--- src/rtl/ea16_pkg.sv ---
package ea16_pkg;

  typedef enum logic [1:0] {
    EA_IDLE = 2'd0,
    EA_LO   = 2'd1,
    EA_HI   = 2'd2,
    EA_DONE = 2'd3
  } ea_state_t;

  // register term selected by the rm field; rm=6 in mode 0 has no register
  function automatic logic [15:0] reg_term(input logic [1:0] md, input logic [2:0] rm,
                                           input logic [15:0] bx, input logic [15:0] bp,
                                           input logic [15:0] si, input logic [15:0] di);
    logic [15:0] t;
    case (rm)
      3'd0: t = bx + si;
      3'd1: t = bx + di;
      3'd2: t = bp + si;
      3'd3: t = bp + di;
      3'd4: t = si;
      3'd5: t = di;
      3'd6: t = (md == 2'd0) ? 16'd0 : bp;
      default: t = bx;
    endcase
    return t;
  endfunction

  function automatic logic uses_stack(input logic [1:0] md, input logic [2:0] rm);
    return (rm == 3'd2) || (rm == 3'd3) || ((rm == 3'd6) && (md != 2'd0));
  endfunction

  function automatic logic [1:0] disp_count(input logic [1:0] md, input logic [2:0] rm);
    logic [1:0] n;
    case (md)
      2'd1:    n = 2'd1;
      2'd2:    n = 2'd2;
      2'd0:    n = (rm == 3'd6) ? 2'd2 : 2'd0;
      default: n = 2'd0;
    endcase
    return n;
  endfunction

  function automatic logic [15:0] widen_disp(input logic [1:0] md, input logic [7:0] lo,
                                             input logic [7:0] hi);
    return (md == 2'd1) ? {{8{lo[7]}}, lo} : {hi, lo};
  endfunction

endpackage

--- src/rtl/ea16_ctrl.sv ---
module ea16_ctrl
  import ea16_pkg::*;
(
  input  logic       clk,
  input  logic       rst_n,
  input  logic       start,
  input  logic [1:0] op_mod,
  input  logic [2:0] op_rm,
  input  logic       disp_valid,
  output logic       cap_en,
  output logic       lo_we,
  output logic       hi_we,
  output logic       disp_ready,
  output logic       done,
  output logic       idle
);
  ea_state_t   st;
  logic        two_q;
  logic        take;
  logic [1:0]  need;

  assign need       = disp_count(op_mod, op_rm);
  assign idle       = (st == EA_IDLE);
  assign done       = (st == EA_DONE);
  assign disp_ready = (st == EA_LO) || (st == EA_HI);
  assign take       = disp_valid && disp_ready;
  assign cap_en     = idle && start && (op_mod != 2'd3);
  assign lo_we      = take && (st == EA_LO);
  assign hi_we      = take && (st == EA_HI);

  always_ff @(posedge clk or negedge rst_n) begin
    if (!rst_n) begin
      st    <= EA_IDLE;
      two_q <= 1'b0;
    end else begin
      case (st)
        EA_IDLE: if (cap_en) begin
          two_q <= (need == 2'd2);
          st    <= (need == 2'd0) ? EA_DONE : EA_LO;
        end
        EA_LO:   if (take) st <= two_q ? EA_HI : EA_DONE;
        EA_HI:   if (take) st <= EA_DONE;
        default: st <= EA_IDLE;
      endcase
    end
  end
endmodule

--- src/rtl/ea16_disp.sv ---
module ea16_disp
  import ea16_pkg::*;
(
  input  logic        clk,
  input  logic        rst_n,
  input  logic        clr,
  input  logic        lo_we,
  input  logic        hi_we,
  input  logic [7:0]  byte_in,
  input  logic [1:0]  cap_mod,
  output logic [15:0] disp16
);
  logic [7:0] lo_q, hi_q;

  always_ff @(posedge clk or negedge rst_n) begin
    if (!rst_n) begin
      lo_q <= '0;
      hi_q <= '0;
    end else if (clr) begin
      lo_q <= '0;
      hi_q <= '0;
    end else begin
      if (lo_we) lo_q <= byte_in;
      if (hi_we) hi_q <= byte_in;
    end
  end

  assign disp16 = widen_disp(cap_mod, lo_q, hi_q);
endmodule

--- src/rtl/ea16_sum.sv ---
module ea16_sum
  import ea16_pkg::*;
#(
  parameter int ADDR_W = 32
) (
  input  logic [1:0]        md,
  input  logic [2:0]        rm,
  input  logic [15:0]       bx,
  input  logic [15:0]       bp,
  input  logic [15:0]       si,
  input  logic [15:0]       di,
  input  logic [15:0]       disp16,
  input  logic [ADDR_W-1:0] ds_b,
  input  logic [ADDR_W-1:0] ss_b,
  input  logic              ovr,
  input  logic [ADDR_W-1:0] ovr_b,
  output logic [15:0]       offset,
  output logic [ADDR_W-1:0] linear
);
  localparam int PAD_W = ADDR_W - 16;
  logic [ADDR_W-1:0] base_sel;

  assign offset   = reg_term(md, rm, bx, bp, si, di) + disp16;
  assign base_sel = ovr ? ovr_b : (uses_stack(md, rm) ? ss_b : ds_b);
  assign linear   = base_sel + {{PAD_W{1'b0}}, offset};
endmodule

--- src/rtl/ea16_agen.sv ---
module ea16_agen
  import ea16_pkg::*;
#(
  parameter int ADDR_W = 32
) (
  input  logic              clk,
  input  logic              rst_n,
  input  logic              start,
  input  logic [1:0]        ea_mod,
  input  logic [2:0]        ea_rm,
  input  logic [15:0]       val_bx,
  input  logic [15:0]       val_bp,
  input  logic [15:0]       val_si,
  input  logic [15:0]       val_di,
  input  logic [ADDR_W-1:0] ds_base,
  input  logic [ADDR_W-1:0] ss_base,
  input  logic              ovr_en,
  input  logic [ADDR_W-1:0] ovr_base,
  input  logic              disp_valid,
  input  logic [7:0]        disp_byte,
  output logic              disp_ready,
  output logic [15:0]       ea_offset,
  output logic [ADDR_W-1:0] ea_linear,
  output logic              done
);
  logic              cap_en, lo_we, hi_we, ctl_idle;
  logic [1:0]        m_q;
  logic [2:0]        r_q;
  logic [15:0]       bx_q, bp_q, si_q, di_q, disp16;
  logic [ADDR_W-1:0] ds_q, ss_q, ob_q;
  logic              ov_q;

  ea16_ctrl u_ctrl (
    .clk(clk), .rst_n(rst_n), .start(start), .op_mod(ea_mod), .op_rm(ea_rm),
    .disp_valid(disp_valid), .cap_en(cap_en), .lo_we(lo_we), .hi_we(hi_we),
    .disp_ready(disp_ready), .done(done), .idle(ctl_idle)
  );

  always_ff @(posedge clk or negedge rst_n) begin
    if (!rst_n) begin
      m_q <= '0; r_q <= '0;
      bx_q <= '0; bp_q <= '0; si_q <= '0; di_q <= '0;
      ds_q <= '0; ss_q <= '0; ob_q <= '0; ov_q <= 1'b0;
    end else if (cap_en) begin
      m_q <= ea_mod; r_q <= ea_rm;
      bx_q <= val_bx; bp_q <= val_bp; si_q <= val_si; di_q <= val_di;
      ds_q <= ds_base; ss_q <= ss_base; ob_q <= ovr_base; ov_q <= ovr_en;
    end
  end

  ea16_disp u_disp (
    .clk(clk), .rst_n(rst_n), .clr(cap_en), .lo_we(lo_we), .hi_we(hi_we),
    .byte_in(disp_byte), .cap_mod(m_q), .disp16(disp16)
  );

  ea16_sum #(.ADDR_W(ADDR_W)) u_sum (
    .md(m_q), .rm(r_q), .bx(bx_q), .bp(bp_q), .si(si_q), .di(di_q),
    .disp16(disp16), .ds_b(ds_q), .ss_b(ss_q), .ovr(ov_q), .ovr_b(ob_q),
    .offset(ea_offset), .linear(ea_linear)
  );
endmodule

--- config.mk ---
export PLATFORM = sky130hd
export DESIGN_NAME = ea16_agen
export DESIGN_NICKNAME = d
export VERILOG_FILES = /design/src/rtl/ea16_pkg.sv /design/src/rtl/ea16_ctrl.sv /design/src/rtl/ea16_disp.sv /design/src/rtl/ea16_sum.sv /design/src/rtl/ea16_agen.sv
export SDC_FILE = /design/constraint.sdc
export NUM_CORES = 1
export LEC_CHECK = 0
export BUFFER_PORTS_ARGS = -buffer_cell sky130_fd_sc_hd__buf_2
export CORE_MARGIN = 5
export CORE_UTILIZATION = 45
export DETAILED_ROUTE_END_ITERATION = 8
export PLACE_DENSITY_LB_ADDON = 0.12
export SETUP_SLACK_MARGIN = 0.2
export SLEW_MARGIN = 25
export SYNTH_ARGS = -nofsm -noshare
export SYNTH_HDL_FRONTEND = slang
export SYNTH_SLANG_ARGS = --single-unit
--- constraint.sdc ---
create_clock -name clk -period 12.7 [get_ports clk]
set_input_delay 3.81 -clock clk [delete_from_list [all_inputs] [get_ports clk]]
set_output_delay 3.81 -clock clk [all_outputs]
set_load 0.02 [all_outputs]
# Word level (Yosys, flattened, before mapping)
# Index checks and enable logic that the tools add are counted.
[op_classes] add_sub_neg=6 n_lt_le_gt_ge=0 n_shift=0 n_bitwise=0 multipliers=0 n_reduce_logical=19 div_mod_pow=0 muxes=17 eq_ne=18
[op_table] operator="$pmux W16 S7" count=1
[op_table] operator="$add A16 B16 Y16" count=5
[op_table] operator="$mux W32" count=2
[op_table] operator="$add A32 B16 Y32" count=1
[op_table] operator="$mux W16" count=2
[op_table] operator="$mux W8" count=4
[op_table] operator="$eq A3 B3 Y1 const B" count=4
[op_table] operator="$pmux W2 S3" count=2
[op_table] operator="$mux W2" count=5
[op_table] operator="$eq A2 B2 Y1 const B" count=4
[op_table] operator="$logic_not A2 Y1" count=4
[op_table] operator="$eq A2 B1 Y1 const B" count=3
[op_table] operator="$eq A3 B2 Y1 const B" count=2
[op_table] operator="$logic_and A1 B1 Y1" count=6
[op_table] operator="$reduce_bool A2 Y1" count=3
[op_table] operator="$ne A2 B1 Y1 const B" count=2
[op_table] operator="$ne A2 B2 Y1 const B" count=2
[op_table] operator="$eq A3 B1 Y1 const B" count=1
[op_table] operator="$logic_not A3 Y1" count=1
[op_table] operator="$logic_or A1 B1 Y1" count=3
[op_table] operator="$reduce_and A3 Y1" count=1
[op_table] operator="$reduce_and A2 Y1" count=1
[op_table] operator="$mux W1" count=1
[word_totals] ramBits=0 memories=0 output_inout_bits=50 mem_bits_ro=0 latch_bits=0 in_bits=178 ff_bits=185

# Longest topological paths before layout
[depth] ltp_word=7 mapped_depth=32 mapped_depth_nobuf=31

# Cells and area by module
# A second synthesis with hierarchy kept.
[hier_totals] hier_cells=1175 area_unflattened_um2=12530.8
[modules_own_cells] mod="ea16_agen" area_per_inst_um2=6206.0 cells_each=350 instances=1
[modules_own_cells] mod="ea16_sum" area_per_inst_um2=5322.6 cells_each=731 instances=1
[modules_own_cells] mod="ea16_disp" area_per_inst_um2=737.0 cells_each=64 instances=1
[modules_own_cells] mod="ea16_ctrl" area_per_inst_um2=265.3 cells_each=30 instances=1

# Worst setup path after synthesis
# Ideal clock, no wire load.
[synth_timing] path_type="register to output" from="register r_q[1]" to="output ea_linear[28]" path_slack_ps=2275 n_path_buf=0 arrival_ps=6615 stages_incl_launch_ff=29 required_ps=8890 path_cell_list="dfrtp_1 -> or2_2 -> nor2_1 -> mux2_2 -> ha_1 -> fa_1 -> a21o_1 -> a21oi_1 -> o21ai_0 -> a21o_1 -> a21oi_1 -> o21ai_0 -> o41ai_1 -> xnor2_1 -> nand2_1 -> a21oi_1 -> ha_1 -> nand3_1 -> nor2_1 -> a211oi_4 -> o21bai_1 -> a21oi_1 -> xor2_1 -> xnor2_1 -> ha_1 -> nand2_1 -> o41ai_2 -> nand2b_1 -> xnor2_1"
[synth_via] elab_cells_between_ends=15 classes_between="2 x add/sub; 6 x eq/ne; 3 x mux; 4 x reduce/logical"
[synth_lines] item="start, declared" line="ea16_agen.sv:28" rtl="logic [2:0] r_q;"
[synth_lines] item="start signal, assigned" line="ea16_agen.sv:45" rtl="m_q <= ea_mod; r_q <= ea_rm;"
[synth_lines] item="$eq A3 B3 Y1, or another cell as far along" line="ea16_pkg.sv:15" rtl="case (rm)"
[synth_lines] item="$pmux W16 S7 (*)" line="ea16_pkg.sv:15"
[synth_lines] item="$add A16 B16 Y16 (*)" line="ea16_sum.sv:23" rtl="assign offset = reg_term(md, rm, bx, bp, si, di) + disp16;"
[synth_lines] item="net ea_offset[15]" line="ea16_agen.sv:22" rtl="output logic [15:0] ea_offset,"
[synth_lines] item="$add A32 B16 Y32 (*)" line="ea16_sum.sv:25" rtl="assign linear = base_sel + {{PAD_W{1'b0}}, offset};"
[synth_lines] item="end, declared" line="ea16_agen.sv:23" rtl="output logic [ADDR_W-1:0] ea_linear,"
# The timed path passes the listed nets; every way through them passes the cells marked *.

# Worst setup path after layout
[layout_timing] from="register r_q[2]" to="output ea_linear[24]"
[layout_via] elab_chain_len=6 elab_cells_between_ends=15 classes_between="2 x add/sub; 6 x eq/ne; 3 x mux; 4 x reduce/logical"
[layout_lines] item="parallel branches: the longest is 5 deep, another holds $add A16 B16 Y16"
[layout_lines] item="$add A32 B16 Y32 (*)" line="ea16_sum.sv:25"
# Every way passes the cells marked *.

==> results_dict.tcl <==
set metrics [dict create \
    status "complete, no violations" \
    critPathMaxStageDelay_ns 0.50 \
    netlist.area_leader.share_pct 38.2 \
    yosysUniqueCellTypes 78 \
    std_cell_rows 60 \
    place.gp.congestion 0.875 \
    grtUsageTotal_pct 24.2 \
    synth_warnings 0 \
    synthFlopType "dfrtp_1" \
    grt_pass1_wl_um 59000 \
    grt-ovfl-total 0 \
    core_mm2 0.0267 \
    reg2reg_depth 7 \
    slowest_stage "ha_2" \
    fin_skew_ns 0.0107 \
    ys_ff_latch 185 \
    synth_area_leaders "dfrtp_1 (38%), nand2_1 (18%), ha_1 (6.8%), xnor2_1 (3.3%), mux2i_1 (2.9%)" \
    crit_top_cell "a21oi_1" \
    worstSetupPathDepth 32 \
    synth_area_per_cell_um2 7.98 \
    cts_hold_buf 0 \
    final_nets 1959 \
    path_max_fanout 16 \
    syn_area_mm2 0.0121 \
    cp-start-kind "flop" \
    cts_root_buffer "clkbuf_16" \
    cp-end-kind "output port" \
    clkLatencyLatePin_ns 0.44 \
    cts_tree "built" \
    initial_core_util_pct 45.3 \
    yosys.area.top_type "dfrtp_1" \
    crit_buf_inv 3 \
    seq_area_frac_synth_pct 38.2 \
    hold_path_class "flop to flop" \
    layout-drive-gt1-share_pct 19.1 \
    clock-sinks 185 \
    fmax_ghz 0.0855 \
    wirelength_um 37100 \
    synthCells 1518 \
    antenna_found_initial 5 \
    cap_violations 0 \
    synthArstFlopShare_pct 100 \
    ant_nets 0 \
    first_global_vias 10800 \
    relSlewSlack_pct 36.0 \
    grt_max_degree 126 \
    wire_per_inst_um 18.0 \
    io_pins 228 \
    slew_violations 0 \
    via_count 11100 \
    hold_viol 0 \
    syn_to_final_growth_pct 17.3 \
    cp.arrival_ns 7.89 \
    critical_path_required_ns 8.89 \
    syn_nets 1766 \
    viasPerCell 5.35 \
    dieArea_mm2 0.0303 \
    setup_slack_ns 0.999 \
    clk_pin_slew_ns 0.08 \
    numCtsBuffers 17 \
    finalWorstPathRequiredPeriod_ns 11.70 \
    die_h_um 174 \
    path_class "flop to output port" \
    cts-htree-levels 4 \
    finalCritPeriodShare_pct 92.1 \
    drtPass1Iterations 7 \
    rsz0062_at_grt "no" \
    diodes 0 \
    holdWs_ns 0.476 \
    hpwl_um 28000 \
    cts_max_path_buffers 2 \
    crit_family "compound AO/OA/AOI/OAI gates" \
    setup_viol 0 \
    initialDrtViolationCount 747 \
    port_buffers 227 \
    chipWidth_um 174 \
    synth_edf_count 0 \
    tightest_slew_ns 0.957 \
    tns_ns 0 \
    drcViolationCount 0 \
    pre_cts_slack_ns 1.25 \
    holdPathStages 2 \
]
[cell usage in the layout, fill, tap and decap left out, types with 3 or more instances in the layout]
master / netlist / routed
inv_6: 0 / 4
o211ai_1: 22 / 22
nand2b_1: 8 / 8
mux2_2: 31 / 31
nand3b_1: 3 / 3
a311o_1: 3 / 3
o21ai_0: 68 / 68
nand4_1: 5 / 5
nand2_1: 591 / 591
nor2b_1: 8 / 8
ha_1: 66 / 65
mux2i_1: 35 / 35
nor2_1: 86 / 86
a22oi_1: 4 / 4
and2_1: 3 / 3
nor3_1: 15 / 15
a222oi_1: 6 / 6
buf_2: 6 / 226
o21ai_1: 4 / 4
a31oi_1: 16 / 16
buf_4: 0 / 15
inv_1: 27 / 27
o31ai_1: 4 / 4
a21o_1: 18 / 18
nand3_1: 27 / 26
o2111ai_1: 3 / 3
xnor2_1: 45 / 45
xor2_1: 24 / 24
clkbuf_16: 0 / 17
a221oi_1: 4 / 4
a21oi_1: 65 / 64
dfrtp_1: 185 / 185
fa_1: 4 / 4
o21bai_1: 6 / 6
a22o_1: 3 / 3
nor4_1: 4 / 4
clkinv_8: 0 / 7
o21a_1: 5 / 5
a211o_1: 3 / 3
[routing by layer]
layer / global-route usage [%] / vias to the layer above / share of wire (%)
li1: - / 5497 / -
met1: 34.2 / 5166 / 47
met2: 38.5 / 336 / 45
met3: 5.33 / 44 / 6.6
met4: 4.95 / 10 / 1.5
met5: 0 / - / 0.12
[final cells by class]
class,count,area (um2)
multi-input cells,1236,7150
repair buffers,243,1290
clock inverters,15,181
flip-flops and latches,185,4630
clock buffers,17,425
fillers,2635,12500
well taps,341,427
inverters,28,105
[through the flow]
step | instance area (um2) | instances | util [%]
after floorplan | 12100 | 1518 | -
after global placement | 13600 | 2032 | 50.7
after detailed placement | 13600 | 2032 | 50.7
after CTS | 14200 | 2064 | 53.0
after global routing | 14200 | 2065 | 53.1
final | 14200 | 2065 | 53.1
[synth_stat cells, types with 4 or more instances]
cell type,number
nand2_1,591
o31ai_1,4
a21oi_1,65
xnor2_1,45
nand3_1,27
buf_2,6
nor4_1,4
nor3_1,15
o21a_1,5
o21ai_1,4
a221oi_1,4
a22oi_1,4
clkbuf_1,60
fa_1,4
mux2_2,31
dfrtp_1,185
a21o_1,18
o211ai_1,22
nand2b_1,8
xor2_1,24
nor2_1,86
mux2i_1,35
o21ai_0,68
ha_1,66
a222oi_1,6
nand4_1,5
o21bai_1,6
nor2b_1,8
a31oi_1,16
inv_1,27
[what timing repair did]
action                                  in CTS  in global routing
endpoints found under the setup margin       0                  3
gates resized for setup                      0                  2
setup buffers                                0                  0
[final timing paths]
kind | endpoint | slack, ns | from
worst max-delay path | ea_linear[24] | 1.0 | r_q[2]
worst min-delay path | ob_q[30] | 0.48 | ob_q[30]
worst max register to register | ob_q[26] | 9.97 | u_ctrl.st[0]
worst min register to register | ob_q[30] | 0.48 | ob_q[30]
max in group asynchronous | ob_q[10] | 7.93 | rst_n
min in group asynchronous | di_q[8] | 3.24 | rst_n
[logic make-up (layout without fill, tap and decap cells)]
kind of cell | count (synthesis) | in the layout | synth area share [%]
AO/OA/AOI/OAI | 265 | 265 | 14.6
XOR/XNOR | 72 | 72 | 5.52
adder cells (fa/ha/maj) | 70 | 70 | 7.48
buffers and inverters | 97 | 303 | 3.07
flip-flops | 185 | 185 | 38.2
multiplexers | 67 | 67 | 5.96
AND/OR/NAND/NOR | 762 | 762 | 25.1
[registers in the layout, indices dropped and copies added, names as in the netlist]
signal        flops
ss_q             32
u_disp.lo_q       8
bx_q             16
si_q             16
r_q               3
ov_q              1
di_q             16
bp_q             16
u_disp.hi_q       8
ob_q             32
m_q               2
u_ctrl.two_q      1
ds_q             32
u_ctrl.st         2
[worst reg2reg max path: stages (launching register included)]
cell     delay [ns]
dfrtp_1        0.40
inv_1          0.08
ha_1           0.28
nand3_4        0.40
buf_4          0.58
buf_4          0.68
nand2_1        0.16
nand2_1        0.09
Power is not shown: default switching activity piles up to over one toggle a cycle in this logic, so the estimate is an artifact.
